### config.mk
export PLATFORM = sky130hd
export DESIGN_NAME = csma_tx_ctrl
export DESIGN_NICKNAME = d
export VERILOG_FILES = /design/src/rtl/csma_pkg.sv /design/src/rtl/csma_lfsr.sv /design/src/rtl/csma_backoff_timer.sv /design/src/rtl/csma_tx_ctrl.sv
export SDC_FILE = /design/constraint.sdc
export NUM_CORES = 1
export LEC_CHECK = 0
export CORE_ASPECT_RATIO = 0.5
export CORE_MARGIN = 2
export CORE_UTILIZATION = 35
export CTS_CLUSTER_DIAMETER = 40
export DETAILED_ROUTE_END_ITERATION = 8
export DONT_BUFFER_PORTS = 1
export GPL_ROUTABILITY_DRIVEN = 0
export SLEW_MARGIN = 40
export SYNTH_ARGS = -nofsm -noshare
export SYNTH_HDL_FRONTEND = slang
export SYNTH_SLANG_ARGS = --single-unit
### constraint.sdc
create_clock -name clk -period 2.8 [get_ports clk]
set_input_delay 0.14 -clock clk [delete_from_list [all_inputs] [get_ports clk]]
set_output_delay 0.14 -clock clk [all_outputs]
set_load 0.02 [all_outputs]
### src/rtl/csma_pkg.sv
package csma_pkg;
  typedef enum logic [2:0] {
    ST_IDLE,
    ST_DEFER,
    ST_WAIT,
    ST_TX,
    ST_JAM,
    ST_BACKOFF
  } tx_state_e;
endpackage

### src/rtl/csma_lfsr.sv
// Free-running Galois LFSR; steps every clock.
module csma_lfsr #(
  parameter int           W    = 16,
  parameter logic [W-1:0] TAPS = 16'hB400,
  parameter logic [W-1:0] SEED = 16'h5A3C
) (
  input  logic         clk,
  input  logic         rst_n,
  output logic [W-1:0] value
);
  logic [W-1:0] r;

  always_ff @(posedge clk) begin
    if (!rst_n) r <= SEED;
    else if (r[0]) r <= (r >> 1) ^ TAPS;
    else r <= r >> 1;
  end

  assign value = r;
endmodule

### src/rtl/csma_backoff_timer.sv
// Counts a number of slots, each SLOT_CYCLES long; expire is high in the last cycle.
module csma_backoff_timer #(
  parameter int SLOT_CYCLES = 512,
  parameter int SLOT_W      = 10
) (
  input  logic              clk,
  input  logic              rst_n,
  input  logic              start,
  input  logic [SLOT_W-1:0] slots_in,
  output logic              expire
);
  localparam int CW = (SLOT_CYCLES > 1) ? $clog2(SLOT_CYCLES) : 1;
  localparam logic [CW-1:0] CYC_LOAD = CW'(SLOT_CYCLES - 1);

  logic              active;
  logic [SLOT_W-1:0] slots;
  logic [CW-1:0]     cyc;

  assign expire = active && (cyc == '0) && (slots == SLOT_W'(1));

  always_ff @(posedge clk) begin
    if (!rst_n) begin
      active <= 1'b0;
      slots  <= '0;
      cyc    <= '0;
    end else if (start) begin
      active <= (slots_in != '0);
      slots  <= slots_in;
      cyc    <= CYC_LOAD;
    end else if (active) begin
      if (cyc == '0) begin
        if (slots == SLOT_W'(1)) active <= 1'b0;
        else begin
          slots <= slots - SLOT_W'(1);
          cyc   <= CYC_LOAD;
        end
      end else begin
        cyc <= cyc - CW'(1);
      end
    end
  end
endmodule

### src/rtl/csma_tx_ctrl.sv
module csma_tx_ctrl #(
  parameter int                SLOT_CYCLES   = 512,
  parameter int                JAM_CYCLES    = 32,
  parameter int                WAIT_BITS     = 4,
  parameter int                MAX_ATTEMPTS  = 16,
  parameter int                BACKOFF_LIMIT = 10,
  parameter int                LFSR_W        = 16,
  parameter logic [LFSR_W-1:0] LFSR_TAPS     = 16'hB400,
  parameter logic [LFSR_W-1:0] LFSR_SEED     = 16'h5A3C
) (
  input  logic clk,
  input  logic rst_n,
  input  logic frame_req,
  input  logic frame_end,
  input  logic carrier_sense,
  input  logic collision,
  input  logic full_duplex,
  output logic tx_grant,
  output logic jam_req,
  output logic tx_done,
  output logic abort_excess
);
  import csma_pkg::*;

  localparam int WAIT_MAX = (1 << WAIT_BITS) - 1;
  localparam int CNT_MAX  = (JAM_CYCLES - 1 > WAIT_MAX) ? JAM_CYCLES - 1 : WAIT_MAX;
  localparam int CW       = (CNT_MAX > 1) ? $clog2(CNT_MAX + 1) : 1;
  localparam int ATT_W    = $clog2(MAX_ATTEMPTS + 1);

  tx_state_e            state, state_nx;
  logic [CW-1:0]        cnt;
  logic [ATT_W-1:0]     attempts;
  logic [LFSR_W-1:0]    rnd;
  logic [BACKOFF_LIMIT-1:0] bo_mask, bo_slots;
  logic                 coll_hit, jam_last, bo_start, bo_expire;

  csma_lfsr #(.W(LFSR_W), .TAPS(LFSR_TAPS), .SEED(LFSR_SEED)) u_lfsr (
    .clk(clk), .rst_n(rst_n), .value(rnd)
  );

  // Range mask: min(attempts, BACKOFF_LIMIT) low bits set.
  always_comb begin
    for (int i = 0; i < BACKOFF_LIMIT; i++)
      bo_mask[i] = (ATT_W'(i) < attempts);
  end

  assign bo_slots  = rnd[LFSR_W-1 -: BACKOFF_LIMIT] & bo_mask;
  assign coll_hit  = (state == ST_TX) && collision && !full_duplex;
  assign jam_last  = (state == ST_JAM) && (cnt == '0);
  assign abort_excess = jam_last && (attempts == ATT_W'(MAX_ATTEMPTS));
  assign bo_start  = jam_last && !abort_excess;

  csma_backoff_timer #(.SLOT_CYCLES(SLOT_CYCLES), .SLOT_W(BACKOFF_LIMIT)) u_backoff (
    .clk(clk), .rst_n(rst_n), .start(bo_start), .slots_in(bo_slots), .expire(bo_expire)
  );

  always_comb begin
    state_nx = state;
    unique case (state)
      ST_IDLE:    if (frame_req) state_nx = full_duplex ? ST_TX : ST_DEFER;
      ST_DEFER:   if (full_duplex) state_nx = ST_TX;
                  else if (!carrier_sense) state_nx = ST_WAIT;
      ST_WAIT:    if (full_duplex) state_nx = ST_TX;
                  else if (carrier_sense) state_nx = ST_DEFER;
                  else if (cnt == '0) state_nx = ST_TX;
      ST_TX:      if (coll_hit) state_nx = ST_JAM;
                  else if (frame_end) state_nx = ST_IDLE;
      ST_JAM:     if (jam_last) begin
                    if (abort_excess) state_nx = ST_IDLE;
                    else if (bo_slots == '0) state_nx = ST_DEFER;
                    else state_nx = ST_BACKOFF;
                  end
      ST_BACKOFF: if (bo_expire) state_nx = ST_DEFER;
      default:    state_nx = ST_IDLE;
    endcase
  end

  always_ff @(posedge clk) begin
    if (!rst_n) begin
      state    <= ST_IDLE;
      cnt      <= '0;
      attempts <= '0;
    end else begin
      state <= state_nx;
      if (state == ST_IDLE) attempts <= '0;
      else if (coll_hit) attempts <= attempts + ATT_W'(1);
      if (coll_hit) cnt <= CW'(JAM_CYCLES - 1);
      else if (state_nx == ST_WAIT && state != ST_WAIT) cnt <= CW'(rnd[WAIT_BITS-1:0]);
      else if ((state == ST_WAIT || state == ST_JAM) && cnt != '0) cnt <= cnt - CW'(1);
    end
  end

  assign tx_grant = (state == ST_TX);
  assign jam_req  = (state == ST_JAM);
  assign tx_done  = (state == ST_TX) && frame_end && !coll_hit;
endmodule

Word level (Yosys, flattened, before mapping). Index checks and enable logic that the tools add are counted.

Bits in registers: 49. Input port bits: 7. Word-level logic and storage cells: 94. Output and inout bits: 4.

Mux-type cells: 30. Equal/unequal tests: 11. Bitwise operators: 3. Reduce and logical (&&, ||, !) cells: 28. $lt $le $gt $ge: 10. $add $sub $neg: 4.

Operators with widths (count): 10-bit 2-to-1 mux (4); 3-bit 2-to-1 mux (12); 9-bit 2-to-1 mux (4); 3-bit by 5-bit < comparator with 1-bit output, first input constant (4); 3-bit case mux with 6 select lines (1); 5-bit 2-to-1 mux (3); 14-bit 2-to-1 mux (1); 1-bit logical AND (11); 10-bit bitwise AND (1); 10-bit by 1-bit equality test with 1-bit output, second input constant (1); 10-bit logical NOT (1); 1-bit by 5-bit < comparator with 1-bit output, first input constant (2); 2-bit by 5-bit < comparator with 1-bit output, first input constant (2); 4-bit by 5-bit < comparator with 1-bit output, first input constant (2); 10-bit nonzero test (1); 10-bit by 1-bit subtractor with 10-bit output, second input constant (1); 3-bit by 2-bit equality test with 1-bit output, second input constant (3); 9-bit logical NOT (1); 9-bit by 1-bit subtractor with 9-bit output, second input constant (1); 3-bit equality test, second input constant (2); 5-bit by 1-bit adder with 5-bit output, second input constant (1); 5-bit equality test, second input constant (1); 5-bit logical NOT (1); 5-bit nonzero test (1); 17 further kinds (24).

Depth between registers and ports, before layout.
Depth in word-level cells: 11. Depth in mapped cells: 9. Mapped depth without buffers: 7.

Hierarchy. Synthesis repeated with hierarchy kept, for this count alone.

Cell total of the unflattened synthesis: 335. Area total of the unflattened synthesis: 2835.2 um2.

Modules (own cells, without submodules): csma_backoff_timer (times used 1, cells each 160, area an instance 1298.7 um2, sequential area each 400.4 um2); csma_tx_ctrl (times used 1, cells each 139, area an instance 1081.0 um2, sequential area each 260.2 um2); csma_lfsr (times used 1, cells each 36, area an instance 455.4 um2, sequential area each 320.3 um2).

Least setup slack after synthesis. Ideal clock, no wire load.

Kind: flip-flop to flip-flop. Start point: register attempts[1]. End point: register u_backoff.cyc[4]. Stages on the path, launching flop included: 9. Buffers on the path: 1. Data required time: 2.726 ns. Period minus slack after synthesis: 2.156 ns. Setup time: 0.074 ns. Path slack: 0.644 ns. Arrival time: 2.082 ns. Path through: dfxtp_1 -> clkbuf_1 -> inv_1 -> ha_1 -> nand4bb_1 -> a31oi_1 -> a31o_2 -> or4b_1 -> a31oi_1.

Word-level cells in the longest chain between the ends: 6. Elaborated cells between the ends (all ways): 8.

Ends and longest elaborated chain: start: declaration (line csma_tx_ctrl.sv:32) `logic [ATT_W-1:0] attempts;`; start signal: assignment (line csma_tx_ctrl.sv:86) `else if (coll_hit) attempts <= attempts + ATT_W'(1);`; 5-bit equality test * (line csma_tx_ctrl.sv:50) `assign abort_excess = jam_last && (attempts == ATT_W'(MAX_ATTEMPTS));`; 1-bit logical AND * (line csma_tx_ctrl.sv:50); 1-bit logical NOT * (line csma_tx_ctrl.sv:51) `assign bo_start = jam_last && !abort_excess;`; 1-bit logical AND * (line csma_tx_ctrl.sv:51); 3-bit inequality test (no source line) or 2-bit nonzero test (tied branches); 2-bit AND reduction (no source line); end signal: assignment (line csma_backoff_timer.sv:38) `cyc <= cyc - CW'(1);`; end: declaration (line csma_backoff_timer.sv:17) `logic [CW-1:0] cyc;`.

Mark *: on every way between the ends. The rest lies on a longest branch, timed or not. A chain may end at the register's enable or synchronous reset.

Worst setup path in the final report.
Start point: register cnt[0]. End point: register u_backoff.cyc[4].

Word-level cells in the longest chain between the ends: 7. Elaborated cells between the ends (all ways): 9.

Ends and longest elaborated chain: start: declaration (line csma_tx_ctrl.sv:31) `logic [CW-1:0] cnt;`; start signal: assignment (line csma_tx_ctrl.sv:87) `if (coll_hit) cnt <= CW'(JAM_CYCLES - 1);`; start signal: assignment (line csma_tx_ctrl.sv:88) `else if (state_nx == ST_WAIT && state != ST_WAIT) cnt <= CW'(rnd[WAIT_BITS-1:0]);`; start signal: assignment (line csma_tx_ctrl.sv:89) `else if ((state == ST_WAIT || state == ST_JAM) && cnt != '0) cnt <= cnt - CW'(1);`; 5-bit logical NOT * (line csma_tx_ctrl.sv:49) `assign jam_last = (state == ST_JAM) && (cnt == '0);`; 1-bit logical AND * (line csma_tx_ctrl.sv:49); 1-bit logical AND (line csma_tx_ctrl.sv:50); 1-bit logical NOT (line csma_tx_ctrl.sv:51); 1-bit logical AND * (line csma_tx_ctrl.sv:51); 3-bit inequality test (no source line) or 2-bit nonzero test (tied branches); 2-bit AND reduction (no source line).

Marks and branches as above.

==> results.ini <==
[cts]
cts_setup_buffers=0
cts_inserted_buffers=5
cts_tree=built
cts_sinks=49
cts.clk_slew.worst_paths_ns=0.06
clk-insertion-delay-late_ns=0.28
htreeDepth=2
clockRootBuffer=clkbuf_16
cts_max_path_buffers=2

[pwr]
ir_worst_vdd_mv=0.275
p_clk_frac=0.394
p_leak_uw=0.00107
p_comb_frac=0.149
p_seq_frac=0.456
power_switching_uw=433
swShare=0.249
p_int_uw=1310
total_power_uw=1740
powerDensity_nw_per_um2=599

[global_route]
gr-total-overflow=0
grt_antenna_before_repair=0
grt_start_max_net_pins=22
grt_pass1_vias=2011
grt_pass1_wl_mm=9.60
grtUsageTotal=0.142

[sta]
tns_ns=0
rsz0062_at_grt=false
worst_slew_pin_slew_ns=0.718
fmax_mhz=422
maxSlewHeadroom=0.520
finalHoldViolCount=1
hold_ws_ns=-0.00287
setup_viol=0
timing.final.max_slew_violations=0
min_period_over_period=0.846
final.min_clock_period_ns=2.37
skew_ns=0.00705
setup_slack_ns=0.431

[worst_setup_path]
path_cells=inv_1 -> ha_1 -> nor4b_4 -> nand3_4 -> a31o_2 -> or4b_1 -> a31oi_1
crit_slowest_cell=or4b_1
path_delay_family=simple AND/OR/NAND/NOR gates
regToRegStartpoint=cnt[0]$_SDFFE_PN0P_
cp.buffers_inverters=1
arrival_ns=2.56
r2r_slack_ns=0.43
worstRegToRegCells=7
cpPeakStageDelay_ns=0.47
cp_max_fo=19
cp_data_required_time_ns=2.99
timing.rr.end=u_backoff.cyc[4]$_SDFFE_PN0P_
cp-end-kind=register
worstSetupPathType=reg2reg
critPathLaunchType=register

[detailed_routing]
dr.pass1.iters=4
wl_per_cell_um=14.3
antenna_left=0
drtIter0Drc=177
dr_total_vias=2189
drcViolationCount=0
wirelength_mm=5.65
viasPerCell=5.54

[min_path]
hold_depth=2
holdCritPathClass=in2reg
hold_path_end=u_backoff.slots[8]$_SDFFE_PN0P_
min_from=rst_n

[die]
start_util=0.362
die_width_um=127
rows=22
io_pins=11
core_area_um2=7350
die-area_um2=8360
die_h_um=65.7

[cells_and_area]
area_delta_synth_final_pct=9.31
nNetsFinal=313
diodes=0
drive_gt1_frac=0.0736

[placement]
pre_cts_ws_ns=0.439
io_buffers=0
dp.final_hpwl_mm=4.03

[logic_synthesis]
avgSynthCellArea_um2=8.78
syn-num-nets=318
synth_edf_count=0
ys_seq_area_frac=0.369
synthCells=303
synthFlopType=dfxtp_1
synth_async_sr_flop_share=0
syn-cell-area_um2=2660
yosysUniqueCellTypes=65
synth-seq-cells=49
yosysWarnings=0

[run]
drv_cap=0

[outcome]
outcome=finished with violations
violations=negative hold slack

-- how the worst max path moves through the flow --
stage,from,end,slack [ns],depth (start not counted)
after floorplan,attempts[1]$_SDFFE_PP0P_,u_backoff.cyc[4]$_SDFFE_PN0P_,0.64,8
final,cnt[0]$_SDFFE_PN0P_,u_backoff.cyc[4]$_SDFFE_PN0P_,0.43,7
after detailed placement,cnt[0]$_SDFFE_PN0P_,u_backoff.cyc[4]$_SDFFE_PN0P_,0.44,7
after global placement,cnt[0]$_SDFFE_PN0P_,u_backoff.cyc[4]$_SDFFE_PN0P_,0.55,7
after global routing,cnt[0]$_SDFFE_PN0P_,u_backoff.cyc[4]$_SDFFE_PN0P_,0.29,7
after CTS,cnt[0]$_SDFFE_PN0P_,u_backoff.cyc[4]$_SDFFE_PN0P_,0.42,7
-- cell usage in the layout (no fill, tap or decap), types with 5 or more instances in the layout --
master,instances
clkbuf_16,5
inv_1,12
nand2_1,15
nand2b_1,9
o21ai_0,11
xnor2_1,17
dfxtp_1,49
a21oi_1,21
nor3_1,12
and2_1,7
nand4_1,5
nor2_1,21
nand3b_1,5
and3_1,5
nor4b_1,5
ha_1,8
or3_1,7
a31oi_1,6
-- Yosys cell counts, types with 6 or more instances --
| cell type | count | area [um2] |
|---|---|---|
| clkbuf_1 | 11 | 41.3 |
| nand2b_1 | 9 | 56.3 |
| dfxtp_1 | 49 | 981 |
| a21oi_1 | 21 | 105 |
| or3_1 | 7 | 43.8 |
| and2_1 | 7 | 43.8 |
| nand2_1 | 15 | 56.3 |
| o21ai_0 | 11 | 55.1 |
| a31oi_1 | 6 | 37.5 |
| ha_1 | 8 | 100 |
| inv_1 | 12 | 45.0 |
| nor2_1 | 21 | 78.8 |
| xnor2_1 | 17 | 149 |
| nor3_1 | 12 | 60.1 |
-- timing repair --
item,4_1_cts,5_1_grt
gates resized for setup,0,0
hold buffers,1,0
endpoints found under the hold margin,21,0
-- metal layers --
layer	share of wire	track usage
met1	0.51	0.190
met4	0.0078	0.0398
met5	0	0
met3	0.042	0.0269
met2	0.44	0.237
-- registers in the layout, indices dropped and copies added (netlist names) --
register	cells
attempts	5
cnt	5
state	3
u_backoff.active	1
u_backoff.cyc	9
u_backoff.slots	10
u_lfsr.value	16
-- logic make-up (layout without fill, tap and decap cells) --
family / count (synthesis) / after routing / share of synthesized area
multiplexers: 1 / 1 / 0.00376
buffers and inverters: 30 / 26 / 0.0494
AND/OR/NAND/NOR: 117 / 117 / 0.276
flip-flops: 49 / 49 / 0.369
XOR/XNOR: 21 / 21 / 0.0691
adder cells (fa/ha/maj): 9 / 9 / 0.0414
AO/OA/AOI/OAI: 76 / 76 / 0.192
-- power by group through the flow --
stage / sequential [uW] / combinational (uW) / clock, uW
detailed placement: 809 / 255 / 0
global route: 802 / 293 / 731
CTS: 793 / 262 / 706
global placement: 808 / 247 / 0
finish: 795 / 260 / 687
floorplan: 788 / 234 / 0
-- final cells by class --
class / count / area, um2
clock buffers: 7 / 143
repair buffers: 3 / 25.0
multi-input cells: 224 / 1550
inverters: 15 / 61.3
flip-flops and latches: 49 / 981
well taps: 96 / 120
fillers: 713 / 4440
clock inverters: 1 / 30.0
-- worst reg2reg max path: cells and delay by family, from the launching register on --
kind                       cells  cell delay [ns]
DFF                            1             0.31
AOI/OAI and AO/OA              2             0.52
and+or+nand+nor                3             1.17
adders and majority gates      1             0.17
buffers and inverters          1             0.11
-- through the flow --
step	std cells	area (um2)	hold WS (ns)	utilization
3_5_place_dp	386	2730	0.217	0.371
5_1_grt	395	2910	0.0121	0.396
6_report	395	2910	-0.00287	0.396
4_1_cts	395	2910	0.000920	0.396
2_1_floorplan	303	2660	0.358	-
3_3_place_gp	386	2730	0.210	0.371
(Power assumes the default switching activity.)
